$ cat config.mk
export PLATFORM = sky130hd
export DESIGN_NAME = iso_t0_rx
export DESIGN_NICKNAME = d
export VERILOG_FILES = /design/src/rtl/iso_t0_rx_pkg.sv /design/src/rtl/t0_line_sync.sv /design/src/rtl/t0_sticky_flag.sv /design/src/rtl/t0_err_counter.sv /design/src/rtl/t0_frame_rx.sv /design/src/rtl/iso_t0_rx.sv
export SDC_FILE = /design/constraint.sdc
export NUM_CORES = 1
export LEC_CHECK = 0
export ABC_AREA = 1
export ABC_CLOCK_PERIOD_IN_PS = 2650
export BUFFER_PORTS_ARGS = -buffer_cell sky130_fd_sc_hd__buf_2
export CORE_MARGIN = 1
export CORE_UTILIZATION = 50
export CTS_CLUSTER_SIZE = 25
export DETAILED_ROUTE_END_ITERATION = 12
export GPL_ROUTABILITY_DRIVEN = 0
export GPL_TIMING_DRIVEN = 0
export PLACE_DENSITY = 0.69
export SKIP_CTS_REPAIR_TIMING = 1
export SLEW_MARGIN = 0
export SYNTH_ARGS = -nofsm -noshare
export SYNTH_HDL_FRONTEND = slang
export SYNTH_SLANG_ARGS = --single-unit
$ cat constraint.sdc
create_clock -name clk -period 2.65 [get_ports clk]
set_input_delay 0.53 -clock clk [delete_from_list [all_inputs] [get_ports clk]]
set_output_delay 0.53 -clock clk [all_outputs]
set_load 0.05 [all_outputs]
$ cat src/rtl/iso_t0_rx_pkg.sv
package iso_t0_rx_pkg;
   typedef enum logic [1:0] {
      ST_IDLE  = 2'd0,
      ST_START = 2'd1,
      ST_BITS  = 2'd2,
      ST_GUARD = 2'd3
   } rx_state_e;
endpackage

$ cat src/rtl/t0_line_sync.sv
module t0_line_sync #(
   parameter int STAGES = 2
) (
   input  logic clk,
   input  logic rst_n,
   input  logic din,
   output logic dout
);
   generate
      if (STAGES == 0) begin : g_pass
         assign dout = din;
      end else begin : g_chain
         logic [STAGES-1:0] chain;
         always_ff @(posedge clk or negedge rst_n) begin
            if (!rst_n) chain <= '1;
            else        chain <= {chain[STAGES-2 >= 0 ? STAGES-2 : 0:0], din} >> ((STAGES == 1) ? 1 : 0);
         end
         assign dout = chain[STAGES-1];
      end
   endgenerate
endmodule

$ cat src/rtl/t0_sticky_flag.sv
module t0_sticky_flag (
   input  logic clk,
   input  logic rst_n,
   input  logic set,
   input  logic clr,
   output logic q
);
   always_ff @(posedge clk or negedge rst_n) begin
      if (!rst_n)   q <= 1'b0;
      else if (set) q <= 1'b1;
      else if (clr) q <= 1'b0;
   end
endmodule

$ cat src/rtl/t0_err_counter.sv
module t0_err_counter #(
   parameter int WIDTH = 8
) (
   input  logic             clk,
   input  logic             rst_n,
   input  logic             inc,
   input  logic             rd_clr,
   output logic [WIDTH-1:0] count
);
   localparam logic [WIDTH-1:0] MAXV = '1;
   logic [WIDTH-1:0] base;
   logic [WIDTH-1:0] nxt;

   always_comb begin
      base = rd_clr ? '0 : count;
      nxt  = base;
      if (inc && base != MAXV) nxt = base + 1'b1;
   end

   always_ff @(posedge clk or negedge rst_n) begin
      if (!rst_n) count <= '0;
      else        count <= nxt;
   end
endmodule

$ cat src/rtl/t0_frame_rx.sv
module t0_frame_rx
   import iso_t0_rx_pkg::*;
#(
   parameter int DATA_BITS     = 8,
   parameter int TICKS_PER_BIT = 8,
   parameter int GUARD_BITS    = 2
) (
   input  logic                 clk,
   input  logic                 rst_n,
   input  logic                 tick,
   input  logic                 line,
   input  logic                 inhibit,
   output logic [DATA_BITS-1:0] data,
   output logic                 data_valid,
   output logic                 par_err,
   output logic                 nack_blocked,
   output logic                 drive_low
);
   localparam int HALF   = TICKS_PER_BIT / 2;
   localparam int GSPAN  = GUARD_BITS * TICKS_PER_BIT;
   localparam int CW     = $clog2(GSPAN + 1);
   localparam int BW     = $clog2(DATA_BITS + 1);
   localparam logic [CW-1:0] HALF_M1  = CW'(HALF - 1);
   localparam logic [CW-1:0] BIT_M1   = CW'(TICKS_PER_BIT - 1);
   localparam logic [CW-1:0] DREL_M1  = CW'(HALF + TICKS_PER_BIT - 1);
   localparam logic [CW-1:0] GEND_M1  = CW'(GSPAN - 1);
   localparam logic [BW-1:0] LAST_BIT = BW'(DATA_BITS);

   rx_state_e           st;
   logic [CW-1:0]       tcnt;
   logic [BW-1:0]       bidx;
   logic [DATA_BITS:0]  sh;
   logic [DATA_BITS:0]  sh_nxt;
   logic                prev_line;
   logic                nack_pend;

   assign sh_nxt = {line, sh[DATA_BITS:1]};

   always_ff @(posedge clk or negedge rst_n) begin
      if (!rst_n) begin
         st           <= ST_IDLE;
         tcnt         <= '0;
         bidx         <= '0;
         sh           <= '0;
         prev_line    <= 1'b1;
         nack_pend    <= 1'b0;
         data         <= '0;
         data_valid   <= 1'b0;
         par_err      <= 1'b0;
         nack_blocked <= 1'b0;
         drive_low    <= 1'b0;
      end else begin
         data_valid   <= 1'b0;
         par_err      <= 1'b0;
         nack_blocked <= 1'b0;
         if (tick) prev_line <= line;
         case (st)
            ST_IDLE: begin
               if (tick && prev_line && !line) begin
                  st   <= ST_START;
                  tcnt <= '0;
               end
            end
            ST_START: begin
               if (tick) begin
                  if (tcnt == HALF_M1) begin
                     tcnt <= '0;
                     bidx <= '0;
                     st   <= line ? ST_IDLE : ST_BITS;
                  end else begin
                     tcnt <= tcnt + 1'b1;
                  end
               end
            end
            ST_BITS: begin
               if (tick) begin
                  if (tcnt == BIT_M1) begin
                     tcnt <= '0;
                     sh   <= sh_nxt;
                     bidx <= bidx + 1'b1;
                     if (bidx == LAST_BIT) begin
                        st <= ST_GUARD;
                        if (^sh_nxt) begin
                           par_err <= 1'b1;
                           if (inhibit) nack_blocked <= 1'b1;
                           else         nack_pend    <= 1'b1;
                        end else begin
                           data_valid <= 1'b1;
                           data       <= sh_nxt[DATA_BITS-1:0];
                        end
                     end
                  end else begin
                     tcnt <= tcnt + 1'b1;
                  end
               end
            end
            ST_GUARD: begin
               if (tick) begin
                  tcnt <= tcnt + 1'b1;
                  if (tcnt == HALF_M1 && nack_pend) drive_low <= 1'b1;
                  if (tcnt == DREL_M1) begin
                     drive_low <= 1'b0;
                     nack_pend <= 1'b0;
                  end
                  if (tcnt == GEND_M1) begin
                     st   <= ST_IDLE;
                     tcnt <= '0;
                  end
               end
            end
            default: st <= ST_IDLE;
         endcase
      end
   end
endmodule

$ cat src/rtl/iso_t0_rx.sv
module iso_t0_rx #(
   parameter int DATA_BITS     = 8,
   parameter int TICKS_PER_BIT = 8,
   parameter int GUARD_BITS    = 2,
   parameter int CNT_WIDTH     = 8,
   parameter int SYNC_STAGES   = 2
) (
   input  logic                 clk,
   input  logic                 rst_n,
   input  logic                 sample_tick,
   input  logic                 io_in,
   input  logic                 nack_inhibit,
   input  logic                 clr_parity,
   input  logic                 clr_nack,
   input  logic                 cnt_read,
   output logic [DATA_BITS-1:0] rx_data,
   output logic                 rx_valid,
   output logic                 io_drive_low,
   output logic [CNT_WIDTH-1:0] err_count,
   output logic                 parity_err_flag,
   output logic                 nack_inhibited_flag
);
   generate
      if (TICKS_PER_BIT < 4 || (TICKS_PER_BIT % 2) != 0) begin : g_bad_tpb
         $error("TICKS_PER_BIT must be even and at least 4");
      end
      if (GUARD_BITS < 2) begin : g_bad_guard
         $error("GUARD_BITS must be at least 2");
      end
      if (DATA_BITS < 1 || CNT_WIDTH < 1 || SYNC_STAGES < 0) begin : g_bad_width
         $error("DATA_BITS and CNT_WIDTH must be positive, SYNC_STAGES non-negative");
      end
   endgenerate

   logic line_s;
   logic err_pulse;
   logic blk_pulse;

   t0_line_sync #(.STAGES(SYNC_STAGES)) u_sync (
      .clk(clk), .rst_n(rst_n), .din(io_in), .dout(line_s)
   );

   t0_frame_rx #(
      .DATA_BITS(DATA_BITS), .TICKS_PER_BIT(TICKS_PER_BIT), .GUARD_BITS(GUARD_BITS)
   ) u_frame (
      .clk(clk), .rst_n(rst_n), .tick(sample_tick), .line(line_s),
      .inhibit(nack_inhibit), .data(rx_data), .data_valid(rx_valid),
      .par_err(err_pulse), .nack_blocked(blk_pulse), .drive_low(io_drive_low)
   );

   t0_err_counter #(.WIDTH(CNT_WIDTH)) u_cnt (
      .clk(clk), .rst_n(rst_n), .inc(err_pulse), .rd_clr(cnt_read), .count(err_count)
   );

   t0_sticky_flag u_par_flag (
      .clk(clk), .rst_n(rst_n), .set(err_pulse), .clr(clr_parity), .q(parity_err_flag)
   );

   t0_sticky_flag u_nack_flag (
      .clk(clk), .rst_n(rst_n), .set(blk_pulse), .clr(clr_nack), .q(nack_inhibited_flag)
   );
endmodule

== Word-level counts from Yosys, hierarchy flattened ==
Index checks and enable logic that the tools add are counted.
Widths: inputs -> output; s select.
Storage, ports and cells
  bits in registers: 46
  bits of input ports: 8
  output and inout bits: 20
  word-level logic and storage cells: 113
Operators by class
  add/subtract/negate cells: 3
  equal/unequal tests: 20
  multiplexer cells: 55
  bitwise logic cells: 1
  reduce and logical (&&, ||, !) cells: 19
Operators by type and width (number)
  $mux 5: 7
  $mux 1: 29
  $pmux 5 s4: 1
  $mux 2: 9
  $mux 4: 4
  $mux 8: 2
  $reduce_and 8->1: 2
  $ne 2x1->1 const B: 7
  $eq 5x4->1 const B: 2
  $reduce_and 5->1: 2
  $reduce_bool 2->1: 5
  $reduce_xor 9->1: 1
  $add 8x1->8 const B: 1
  $ne 2x2->1 const B: 4
  $ne 8x8->1 const B: 1
  $pmux 2 s4: 1
  $pmux 4 s2: 1
  $reduce_and 3->1: 2
  $add 5x1->5 const B: 1
  $eq 5x2->1 const B: 1
  $eq 5x3->1 const B: 1
  $add 4x1->4 const B: 1
  $eq 2x2->1 const B: 2
  $eq 4x4->1 const B: 1
  7 further kinds: 10

== Longest topological paths before layout ==
  depth in word-level cells: 6
  mapped depth: 12
  depth with buffers taken out: 12

== Cells and area by module ==
A second synthesis with hierarchy kept.
Unflattened totals
  cells, all modules: 290
  area total of the unflattened synthesis: 2367.3 um2
Modules (own cells, without submodules)
  t0_frame_rx: instances 1, cells each 202, area each 1705.4 um2, sequential area each 827.0 um2
  t0_err_counter: instances 1, cells each 76, area each 529.3 um2, sequential area each 200.2 um2
  t0_sticky_flag: instances 2, cells each 5, area each 40.0 um2, sequential area each 25.0 um2
  t0_line_sync: instances 1, cells each 2, area each 52.6 um2, sequential area each 52.6 um2

== Worst setup path before layout ==
No wires, ideal clock.
  path kind: reg2reg
  from: register u_cnt.count[0]
  to: register u_cnt.count[3]
  library setup time: 0.079 ns
  arrival time: 1.765 ns
  required time: 2.571 ns
  path slack: 0.805 ns
  stages on the path, launching flop included: 11
  path buffers: 0
  clock period less this slack: 1.845 ns
  cell sequence: dfrtp_1 -> inv_1 -> nor2_1 -> ha_1 -> nand3_1 -> nor2_1 -> nand3_1 -> nand2_2 -> inv_2 -> nand2_1 -> xor2_1
On the way
  cells in the longest elaborated chain, start to end: 4
  elaborated cells on any way between the ends: 5
  those cells by class: 1 x add/sub; 1 x eq/ne; 2 x mux; 1 x reduce/logical
RTL lines
  from (decl): line t0_err_counter.sv:8  | output logic [WIDTH-1:0] count
  from (signal assigned): line t0_err_counter.sv:22  | else count <= nxt;
  $mux 8 *: line t0_err_counter.sv:15  | base = rd_clr ? '0 : count;
  parallel branches: the longest is 2 deep, another holds $add 8x1->8
  $mux 8 *: line t0_err_counter.sv:17  | if (inc && base != MAXV) nxt = base + 1'b1;
  net u_cnt.nxt[3]: line t0_err_counter.sv:12  | logic [WIDTH-1:0] nxt;
Mark *: on every way through the listed nets, which the timed path passes.
A chain may end at the register's enable or synchronous reset.

== Worst setup path in the final report ==
Same ends and word-level chain as after synthesis.

==> impl_metrics.json <==
{
  "outcome": "finished clean",
  "max_slew_margin_pct": 33.9,
  "n_antenna_cell": 0,
  "grtUsageMet1_pct": 26.0,
  "reg2reg_to": "u_cnt.count[3]$_DFF_PN0_",
  "hp-start": "io_in",
  "hold_path_class": "input port to flip-flop",
  "placed_cells_incl_taps": 352,
  "yosysWarnings": 0,
  "p_int_mw": 1.18,
  "clockRootBuffer": "clkbuf_8",
  "final.min_clock_period_ns": 1.73,
  "synth_area_leaders": "dfrtp_1, nand2_1, inv_1, o21ai_0, dfstp_2",
  "nets": 321,
  "numCtsBuffers": 5,
  "pin_count": 28,
  "power_switching_mw": 0.557,
  "synth_area_sq_um": 2320,
  "grt_max_degree": 46,
  "syn_inst": 273,
  "end_kind": "flip-flop",
  "synth_area_leader_cell": "dfrtp_1",
  "htree_levels": 2,
  "clk_latency_ns": 0.30,
  "clk_path_buf_depth": 2,
  "clk_pin_slew_ns": 0.09,
  "whs_endpoint": "u_sync.g_chain.chain[0]$_DFF_PN1_",
  "cp-start-kind": "flip-flop",
  "r2r_slack_ns": 0.92,
  "synth-edff-count": 0,
  "synth_common_cells": "nand2_1, dfrtp_1, inv_1, nor2_1, o21ai_0",
  "ant_nets": 0,
  "top_usage_layer": "met2",
  "layout-drive-gt1-share_pct": 22.7,
  "post-route-util_pct": 59.8,
  "peakVddDrop_mv": 0.522,
  "syn_to_final_growth_pct": 13.8,
  "rr_worst_depth": 10,
  "worst-setup-path-type": "flip-flop to flip-flop",
  "setup_violations": 0,
  "grt_pass1_vias": 1756,
  "ys_types": 33,
  "crit_fanout": 7,
  "track_usage_pct": 19.6,
  "slew_violations": 0,
  "cp.required_ns": 2.88,
  "r2r_start": "u_cnt.count[0]$_DFF_PN0_",
  "min_path_cells": 1,
  "wire_per_inst_um": 11.6,
  "syn_area_per_cell_sq_um": 8.49,
  "antenna_found_initial": 0,
  "comb_power_share_pct": 22.1,
  "powerDensity_nw_per_um2": 658,
  "path_cells": "inv_1 -> nor2_1 -> ha_1 -> nand3_1 -> nor2_1 -> nand3_1 -> nand2_2 -> inv_2 -> nand2_1 -> xor2_1",
  "stdcell_count": 360,
  "clock-sinks": 45,
  "setup_tns_ns": 0,
  "num_rows": 24,
  "dieHeight_um": 70.1,
  "initial_core_util_pct": 52.5,
  "drtIter0Drc": 150,
  "cp_data_arrival_time_ns": 1.96,
  "max_cap_viol_count": 0,
  "via_per_inst": 5.06,
  "fill_cells": 394,
  "worstMarginPinSlew_ns": 0.991,
  "first_pass_iters": 4,
  "met2_usage_pct": 31.2,
  "finalHoldViolCount": 0,
  "async_reset_ff_share_pct": 100,
  "synthFlopType": "dfrtp_1",
  "grt_overflow_total": 0,
  "hpwl_mm": 3.03,
  "clock_skew_ns": 0.00691,
  "synthesis.nets": 287,
  "crit_path_top_delay_cell": "dfrtp_1",
  "seq_area_frac_synth_pct": 48.7,
  "power_mw": 1.74,
  "fmax_mhz": 577,
  "swShare_pct": 32.1,
  "yosysMostFrequentCell": "nand2_1",
  "dieArea_sq_um": 4910,
  "rsz0062_at_grt": "false",
  "grt_pass1_wl_mm": 7.63,
  "timing.final.crit_share_pct": 65.4,
  "numPortBuffers": 27,
  "pwr-share-seq_pct": 46.7,
  "wirelength_mm": 4.19,
  "core-area_sq_um": 4410,
  "hold_slack_ns": 0.325,
  "max_stage_delay_ns": 0.38,
  "synth.top_cell.area_share_pct": 45.3,
  "grtUsageMet3_pct": 4.33,
  "drc_errors": 0,
  "die_w_um": 70.1,
  "p_clk_share_pct": 31.2,
  "cts_tree": "yes",
  "num_vias": 1821,
  "ys_seq_elements": 45,
  "p_leak_nw": 1.30
}
==> state kept, by name, indices dropped and copies added, names as in the netlist, named ones only <==
register	count
u_frame.tcnt	5
u_sync.g_chain.chain	2
u_frame.data	8
u_frame.par_err	1
u_cnt.count	8
u_frame.sh	8
u_frame.drive_low	1
u_frame.nack_blocked	1
u_par_flag.q	1
u_frame.data_valid	1
u_frame.st	1
u_frame.prev_line	1
u_nack_flag.q	1
u_frame.nack_pend	1
u_frame.bidx	4
==> kinds of logic after synthesis <==
logic type               after synthesis  synth area share, %
multiplexers                           1                0.432
XOR/XNOR                              11                 4.16
AND/OR/NAND/NOR                      127                 24.4
buffers and inverters                 45                 7.61
flip-flops                            45                 48.7
adder cells (fa/ha/maj)                6                 3.24
AO/OA/AOI/OAI                         38                 11.4
==> per-stage QoR <==
step / setup slack [ns] / cell area, sq um
finish: 0.918 / 2640
CTS: 0.906 / 2640
detailed placement: 0.641 / 2520
global placement: 0.653 / 2520
global route: 0.704 / 2640
floorplan: 0.805 / 2320
==> worst max path at each step <==
| stage | from | end | slack, ns | cells past startpoint |
|---|---|---|---|---|
| detailed placement | cnt_read | u_cnt.count[3]$_DFF_PN0_ | 0.64 | 10 |
| finish | u_cnt.count[0]$_DFF_PN0_ | u_cnt.count[3]$_DFF_PN0_ | 0.92 | 10 |
| global placement | cnt_read | u_cnt.count[3]$_DFF_PN0_ | 0.65 | 10 |
| CTS | u_frame.tcnt[0]$_DFFE_PN0P_ | u_frame.data[6]$_DFFE_PN0P_ | 0.91 | 9 |
| global route | u_cnt.count[0]$_DFF_PN0_ | u_cnt.count[2]$_DFF_PN0_ | 0.70 | 10 |
| floorplan | u_cnt.count[0]$_DFF_PN0_ | u_cnt.count[3]$_DFF_PN0_ | 0.81 | 10 |
==> cell type report <==
| class | count | area [sq um] | share of cell area, % |
|---|---|---|---|
| buffer | 2 | 15.0 | 0.569 |
| clock buffer | 6 | 82.6 | 3.13 |
| clock inverter | 2 | 37.5 | 1.42 |
| inverter | 43 | 161 | 6.12 |
| multi-input combinational | 183 | 1010 | 38.4 |
| sequential | 45 | 1130 | 42.8 |
| tap | 52 | 65.1 | 2.47 |
| timing repair buffer | 27 | 135 | 5.12 |
==> metal layers <==
metal,wire [um],up-vias
li1,-,928
met3,138,7
met2,1990,34
met1,2000,852
met4,66,0
met5,0,-
==> critical path, delay by kind of cell (launching register included) <==
kind / cells / cell delay (ns)
AND/OR/NAND/NOR: 6 / 0.78
flip-flops: 1 / 0.38
adder cells (fa/ha/maj): 1 / 0.24
buffers and inverters: 2 / 0.14
XOR/XNOR: 1 / 0.13
==> power groups by stage <==
stage | logic (mW) | clock network (mW) | registers (mW)
after floorplan | 0.277 | 0 | 0.832
after detailed placement | 0.385 | 0 | 0.822
after global routing | 0.433 | 0.577 | 0.821
final | 0.383 | 0.541 | 0.810
after global placement | 0.373 | 0 | 0.821
after CTS | 0.386 | 0.560 | 0.809
==> cell usage in the layout (no fill, tap or decap), types with 2 or more instances in the layout <==
master	Yosys	final
nand2_2	2	2
xor2_1	6	6
a21oi_1	3	3
nor2_2	2	2
dfrtp_1	42	42
or2_2	2	2
ha_1	6	6
o21ai_0	16	16
clkbuf_8	0	6
o21bai_1	2	2
o21ai_2	9	9
nor2_1	17	17
buf_2	0	27
o21ai_1	3	3
inv_1	34	34
xnor2_1	5	5
inv_2	9	9
nor2_4	2	2
nand2_1	79	79
nand4_1	4	4
nand3_1	14	14
dfstp_2	3	3
Note: power is estimated with default switching activity, not from simulation.
